--- src/rtl/vls_pkg.sv ---
`timescale 1ns/1ps
package vls_pkg;
    localparam int unsigned ADDR_W     = 64;
    localparam int unsigned BEAT_W     = 64;
    localparam int unsigned BEAT_BYTES = BEAT_W / 8;
    localparam int unsigned IDX_SHIFT  = 3;
    localparam logic [4:0]  SP_SEL     = 5'd31;

    typedef enum logic [2:0] {
        ST_IDLE,
        ST_CHECK,
        ST_PICK,
        ST_ISSUE,
        ST_WAIT,
        ST_DONE,
        ST_FAULT
    } vls_state_e;
endpackage

--- src/rtl/vls_addr_gen.sv ---
`timescale 1ns/1ps
module vls_addr_gen
    import vls_pkg::*;
(
    input  logic              clk,
    input  logic              rst_n,
    input  logic              load,
    input  logic [ADDR_W-1:0] base,
    input  logic [ADDR_W-1:0] index,
    input  logic              step,
    output logic [ADDR_W-1:0] addr
);
    always_ff @(posedge clk or negedge rst_n) begin
        if (!rst_n) begin
            addr <= '0;
        end else if (load) begin
            addr <= base + (index << IDX_SHIFT);
        end else if (step) begin
            addr <= addr + ADDR_W'(BEAT_BYTES);
        end
    end

    assert_addr_step_R2: assert property (@(posedge clk) disable iff (!rst_n)
        (step && !load) |=> (addr == $past(addr) + ADDR_W'(BEAT_BYTES)));
endmodule

--- src/rtl/vls_lane_active.sv ---
`timescale 1ns/1ps
module vls_lane_active #(
    parameter int unsigned VLEN = 256
) (
    input  logic [VLEN/8-1:0]              pred,
    input  logic                           wide,
    input  logic [$clog2(VLEN/64)-1:0]     lane,
    output logic                           active,
    output logic                           any_active,
    output logic                           is_last
);
    localparam int unsigned NE_NARROW = VLEN / 64;
    localparam int unsigned NE_WIDE   = VLEN / 128;
    localparam int unsigned LANE_W    = $clog2(NE_NARROW);

    logic [NE_NARROW-1:0] act_n;
    logic [NE_NARROW-1:0] act_w;

    for (genvar e = 0; e < NE_NARROW; e++) begin : g_lane
        assign act_n[e] = pred[e*8];
        if (e < NE_WIDE) begin : g_wide
            assign act_w[e] = pred[e*16];
        end else begin : g_pad
            assign act_w[e] = 1'b0;
        end
    end

    always_comb begin
        active     = wide ? act_w[lane] : act_n[lane];
        any_active = wide ? (|act_w) : (|act_n);
        is_last    = wide ? (lane == LANE_W'(NE_WIDE - 1))
                          : (lane == LANE_W'(NE_NARROW - 1));
    end
endmodule

--- src/rtl/vls_assemble.sv ---
`timescale 1ns/1ps
module vls_assemble
    import vls_pkg::*;
#(
    parameter int unsigned VLEN = 256
) (
    input  logic                        clk,
    input  logic                        rst_n,
    input  logic                        clr,
    input  logic                        wr,
    input  logic                        wide,
    input  logic [$clog2(VLEN/64)-1:0]  lane,
    input  logic [BEAT_W-1:0]           data,
    output logic [VLEN-1:0]             result
);
    localparam int unsigned OFF_W = $clog2(VLEN);

    logic [OFF_W:0] off;

    always_comb begin
        off = wide ? ((OFF_W+1)'(lane) << 7) : ((OFF_W+1)'(lane) << 6);
    end

    always_ff @(posedge clk or negedge rst_n) begin
        if (!rst_n) begin
            result <= '0;
        end else if (clr) begin
            result <= '0;
        end else if (wr) begin
            result[off[OFF_W-1:0] +: BEAT_W] <= data;
        end
    end

    assert_clear_zero_R3: assert property (@(posedge clk) disable iff (!rst_n)
        clr |=> (result == '0));
endmodule

--- src/rtl/vload_seq.sv ---
`timescale 1ns/1ps
module vload_seq
    import vls_pkg::*;
#(
    parameter int unsigned VLEN = 256
) (
    input  logic                clk,
    input  logic                rst_n,
    input  logic                start,
    input  logic [4:0]          base_sel,
    input  logic [63:0]         base_gpr,
    input  logic [63:0]         sp_val,
    input  logic [63:0]         index_val,
    input  logic [VLEN/8-1:0]   pred,
    input  logic                wide_elem,
    input  logic                sp_chk_idle,
    output logic                mem_req_valid,
    input  logic                mem_req_ready,
    output logic [63:0]         mem_req_addr,
    input  logic                mem_rsp_valid,
    input  logic [63:0]         mem_rsp_data,
    output logic                done,
    output logic                fault,
    output logic                vec_we,
    output logic [VLEN-1:0]     vec_wdata
);
    localparam int unsigned NE_NARROW = VLEN / 64;
    localparam int unsigned LANE_W    = $clog2(NE_NARROW);
    localparam int unsigned PRED_W    = VLEN / 8;

    vls_state_e            state, state_nx;
    logic [LANE_W-1:0]     lane;
    logic [PRED_W-1:0]     pred_q;
    logic                  wide_q, sp_q, mis_q, cfg_q;
    logic                  lane_act, any_act, lane_last;
    logic                  load, slot_done, bad_sp;
    logic [ADDR_W-1:0]     sel_base;

    assign load      = (state == ST_IDLE) && start;
    assign slot_done = ((state == ST_PICK) && !lane_act) ||
                       ((state == ST_WAIT) && mem_rsp_valid);
    assign sel_base  = (base_sel == SP_SEL) ? sp_val : base_gpr;
    assign bad_sp    = sp_q && mis_q && (any_act || cfg_q);

    vls_lane_active #(.VLEN(VLEN)) u_lane (
        .pred       (pred_q),
        .wide       (wide_q),
        .lane       (lane),
        .active     (lane_act),
        .any_active (any_act),
        .is_last    (lane_last)
    );

    vls_addr_gen u_addr (
        .clk   (clk),
        .rst_n (rst_n),
        .load  (load),
        .base  (sel_base),
        .index (index_val),
        .step  (slot_done),
        .addr  (mem_req_addr)
    );

    vls_assemble #(.VLEN(VLEN)) u_asm (
        .clk    (clk),
        .rst_n  (rst_n),
        .clr    (load),
        .wr     ((state == ST_WAIT) && mem_rsp_valid),
        .wide   (wide_q),
        .lane   (lane),
        .data   (mem_rsp_data),
        .result (vec_wdata)
    );

    // State register and per-operation context
    always_ff @(posedge clk or negedge rst_n) begin
        if (!rst_n) begin
            state  <= ST_IDLE;
            lane   <= '0;
            pred_q <= '0;
            wide_q <= 1'b0;
            sp_q   <= 1'b0;
            mis_q  <= 1'b0;
            cfg_q  <= 1'b0;
        end else begin
            state <= state_nx;
            if (load) begin
                lane   <= '0;
                pred_q <= pred;
                wide_q <= wide_elem;
                sp_q   <= (base_sel == SP_SEL);
                mis_q  <= (sp_val[3:0] != 4'd0);
                cfg_q  <= sp_chk_idle;
            end else if (slot_done && !lane_last) begin
                lane <= lane + LANE_W'(1);
            end
        end
    end

    // Next-state logic
    always_comb begin
        state_nx = state;
        unique case (state)
            ST_IDLE:  if (start) state_nx = ST_CHECK;
            ST_CHECK: state_nx = bad_sp ? ST_FAULT : ST_PICK;
            ST_PICK: begin
                if (lane_act)       state_nx = ST_ISSUE;
                else if (lane_last) state_nx = ST_DONE;
            end
            ST_ISSUE: if (mem_req_ready) state_nx = ST_WAIT;
            ST_WAIT:  if (mem_rsp_valid) state_nx = lane_last ? ST_DONE : ST_PICK;
            ST_DONE:  state_nx = ST_IDLE;
            ST_FAULT: state_nx = ST_IDLE;
            default:  state_nx = ST_IDLE;
        endcase
    end

    // Outputs
    always_comb begin
        mem_req_valid = 1'b0;
        done          = 1'b0;
        fault         = 1'b0;
        vec_we        = 1'b0;
        unique case (state)
            ST_ISSUE: mem_req_valid = 1'b1;
            ST_DONE: begin
                done   = 1'b1;
                vec_we = 1'b1;
            end
            ST_FAULT: begin
                done  = 1'b1;
                fault = 1'b1;
            end
            default: ;
        endcase
    end

    assert_req_hold_R10: assert property (@(posedge clk) disable iff (!rst_n)
        (mem_req_valid && !mem_req_ready) |=> (mem_req_valid && $stable(mem_req_addr)));

    assert_one_outstanding_R10: assert property (@(posedge clk) disable iff (!rst_n)
        (mem_req_valid && mem_req_ready) |=> !mem_req_valid);

    assert_done_pulse_R9: assert property (@(posedge clk) disable iff (!rst_n)
        done |=> !done);

    assert_fault_no_read_R7: assert property (@(posedge clk) disable iff (!rst_n)
        fault |-> ($past(state) == ST_CHECK));
endmodule

--- config.mk ---
export PLATFORM = sky130hd
export DESIGN_NAME = vload_seq
export DESIGN_NICKNAME = d
export VERILOG_FILES = /design/src/rtl/vls_pkg.sv /design/src/rtl/vls_addr_gen.sv /design/src/rtl/vls_lane_active.sv /design/src/rtl/vls_assemble.sv /design/src/rtl/vload_seq.sv
export SDC_FILE = /design/constraint.sdc
export NUM_CORES = 1
export LEC_CHECK = 0
export BUFFER_PORTS_ARGS = -buffer_cell sky130_fd_sc_hd__buf_2
export CAP_MARGIN = 20
export CORE_AREA = 2 2 244 246
export CTS_CLUSTER_DIAMETER = 60
export DETAILED_ROUTE_END_ITERATION = 8
export DIE_AREA = 0 0 246 248
export GPL_ROUTABILITY_DRIVEN = 0
export SYNTH_ARGS = -nofsm -noshare
export SYNTH_HDL_FRONTEND = slang
export SYNTH_SLANG_ARGS = --single-unit
--- constraint.sdc ---
create_clock -name clk -period 2.65 [get_ports clk]
set_clock_uncertainty 0.1 [all_clocks]
set_input_delay 0.265 -clock clk [delete_from_list [all_inputs] [get_ports clk]]
set_output_delay 0.265 -clock clk [all_outputs]
set_load 0.02 [all_outputs]
==> impl_metrics.toml <==
[status]
run_status = "complete, but fails checks"
violations = "negative setup slack"

[setup_path]
startpoint_type = "input port"
critPathMaxFanout = 14
critPathKind = "input port to flip-flop"
crit_path_end_kind = "flip-flop"
cp_data_required_time_ns = 3.03
cp.arrival_ns = 3.51

[sta]
fmax_mhz = 320
worst_pin_slew_ns = 0.633
maxSlewHeadroom = 0.577
timing.hold.ws_ns = 0.0375
grt_setup_unrepaired = "true"
fin_crit_ns = 3.13
setup_violations = 46
finalWorstSetupSlack_ns = -0.475
slew_viol_final = 0
finalHoldViolations = 0
fin_crit_sh = 1.18

[global_route]
grt_pass1_vias = 17800
globalRoute.totalOverflow = 0
grt_pass1_wl_mm = 106
grt_usage = 0.224
grt_antenna_before_repair = 1
grt_max_degree = 83

[drt]
drc_errors = 0
drtPass1Iterations = 5
drtAntennaViolNets = 0
routed_via_density = 5.23
first_iter_violations = 985
routedWlPerCell_um = 21.2
routed_wirelength_mm = 71.4
vias = 17600

[finish]
drive_gt1_frac = 0.452
layout_common_cells = "588 x buf_2, 333 x dfrtp_1, 255 x a22o_1"
syn_to_final_growth_pct = 53.6
layout.nets = 2936
seq_area_sq_mm = 0.00833
fill_cells = 5402
final_area_sq_mm = 0.0270
diodes = 0
layoutNonFillerInstCount = 3370
layout_commonest_cell = "buf_2"
multi_input_area_sq_mm = 0.00977

[floorplanning]
ios = 624
die_w_um = 246
core_area_sq_mm = 0.0585
start_util = 0.301
die_y_um = 248
rows = 89
die_area_sq_mm = 0.0610

[place]
placedCellCount = 3189
dpl_cell_area_sq_mm = 0.0236
dpl.hpwl_mm = 53.9
dp_slack_ns = -1.22
portBuffers = 592

[logic_synthesis]
syn-cell-area_sq_mm = 0.0176
synth_fp_nets = 2038
synth_edf_count = 0
synth-seq-area-share = 0.474
synth_seq_cells = 333
synthArstFlopShare = 1.00
ys.flop_type = "dfrtp_1"
syn_area_per_cell_sq_um = 10.6
ys.warnings.count = 0
synth.distinct_cells = 76
synth_cells = 1665

[pwr]
total_power_mw = 20.4
p_leak_nw = 13.8
power.density_mw_per_mm2 = 755
irDropWorstVdd_v = 0.000433

[clocking]
clkLatencyLatePin_ns = 0.54
cts_tree = "built"
h-tree-depth = 2
cts.sinks = 333
numCtsBuffers = 42
clockRootBuffer = "clkbuf_16"
ctsLongestPathBuffers = 3
cts.clk_slew.worst_paths_ns = 0.06

[hold_path]
hold_path.class = "input port to flip-flop"

[job]
cap_viol_max_count = 0
[cell usage after synthesis (4+ instances only)]
cell type	n	share of area
xor2_1	44	0.022
nand3_1	47	0.013
a21oi_1	65	0.018
a31oi_1	16	0.0057
o211ai_1	7	0.0030
o21bai_1	11	0.0047
a211oi_1	10	0.0043
mux2i_1	8	0.0046
nor2b_1	11	0.0039
and2_1	9	0.0032
ha_1	72	0.051
buf_4	4	0.0017
o21a_1	6	0.0026
clkbuf_1	86	0.018
buf_1	4	0.00085
buf_2	13	0.0037
nand4_1	18	0.0064
xnor2_1	72	0.036
mux2_2	61	0.039
a22o_1	255	0.13
dfrtp_1	333	0.47
nor3_1	20	0.0057
nor2_1	76	0.016
a221o_1	4	0.0023
nor4_1	4	0.0014
o21ai_0	87	0.025
nand2_1	155	0.033
and3_1	22	0.0078
and4_1	8	0.0040
nand2b_1	4	0.0014
a21o_1	37	0.016
inv_1	29	0.0062
o21ai_1	11	0.0031
[where the power goes]
group	internal, mW	total [mW]	switching (mW)
clock network	3.66	5.96	2.31
logic	3.06	7.68	4.62
registers	5.94	6.74	0.806
total	12.7	20.4	7.73
[per-layer routing]
layer | vias to the layer above | routed length (um) | global-route usage
met5 | - | 8 | 0
met4 | 2 | 3130 | 0.0938
met3 | 136 | 6030 | 0.0549
met2 | 828 | 35100 | 0.391
met1 | 8687 | 27100 | 0.261
li1 | 7971 | - | -
[registers in the layout (all words and copies together), names as in the netlist]
signal and count:
wide_q 1, sp_q 1, cfg_q 1, mis_q 1
pred_q 4, state 3, u_asm.result 256, u_addr.addr 64
lane 2
[final timing paths]
path | from | endpoint | slack [ns] | cells past startpoint
max in group asynchronous | rst_n | u_addr.addr[20] | 1.51 | 3
hold / removal | sp_val[1] | u_addr.addr[1] | 0.04 | 3
hold reg to reg | mis_q | mis_q | 0.38 | 2
setup reg to reg | lane[0] | u_addr.addr[31] | 0.04 | 12
min in group asynchronous | rst_n | u_asm.result[106] | 0.18 | 2
setup / recovery | base_sel[2] | u_addr.addr[62] | -0.48 | 17
[stage by stage]
stage,utilization,TNS [ns]
CTS,0.454,-12.26
floorplan,-,-27.65
global route,0.462,-17.91
global placement,0.404,-46.68
finish,0.462,-13.82
detailed placement,0.404,-49.69
[critical path: stages]
cell and delay (ns):
buf_6 0.09, and3_4 0.17, nand3_4 0.14, buf_12 0.19
mux2_2 0.35, ha_1 0.33, buf_4 0.14, nand2_1 0.08
nor2_2 0.16, nand3_1 0.15, o21ai_4 0.23, a41oi_4 0.19
o21ai_4 0.26, a31oi_4 0.14, o31a_1 0.28, a211o_1 0.26
nand2_1 0.06
[repair_timing]
item / 4_1_cts / 5_1_grt
gates cloned: 2 / 0
endpoints found under the hold margin: 321 / 0
resized for setup: 106 / 91
hold buffers: 79 / 0
pin swaps: 50 / 37
endpoints found under the setup margin: 47 / 75
buffers inserted: 12 / 13
[layout make-up]
cell class                 count  area share
timing repair buffer         965       0.235
clock buffer                  54      0.0432
tap                          773      0.0358
clock inverter                24      0.0115
multi-input combinational   1192       0.362
inverter                      29     0.00403
sequential                   333       0.309
[cells by family after synthesis]
group | share of synthesized area
DFF | 0.474
buffers and inverters | 0.0334
adders and majority gates | 0.0524
and+or+nand+nor | 0.105
muxes | 0.0436
AOI/OAI and AO/OA | 0.233
xor gates and xnor gates | 0.0578
(Power assumes the default switching activity.)
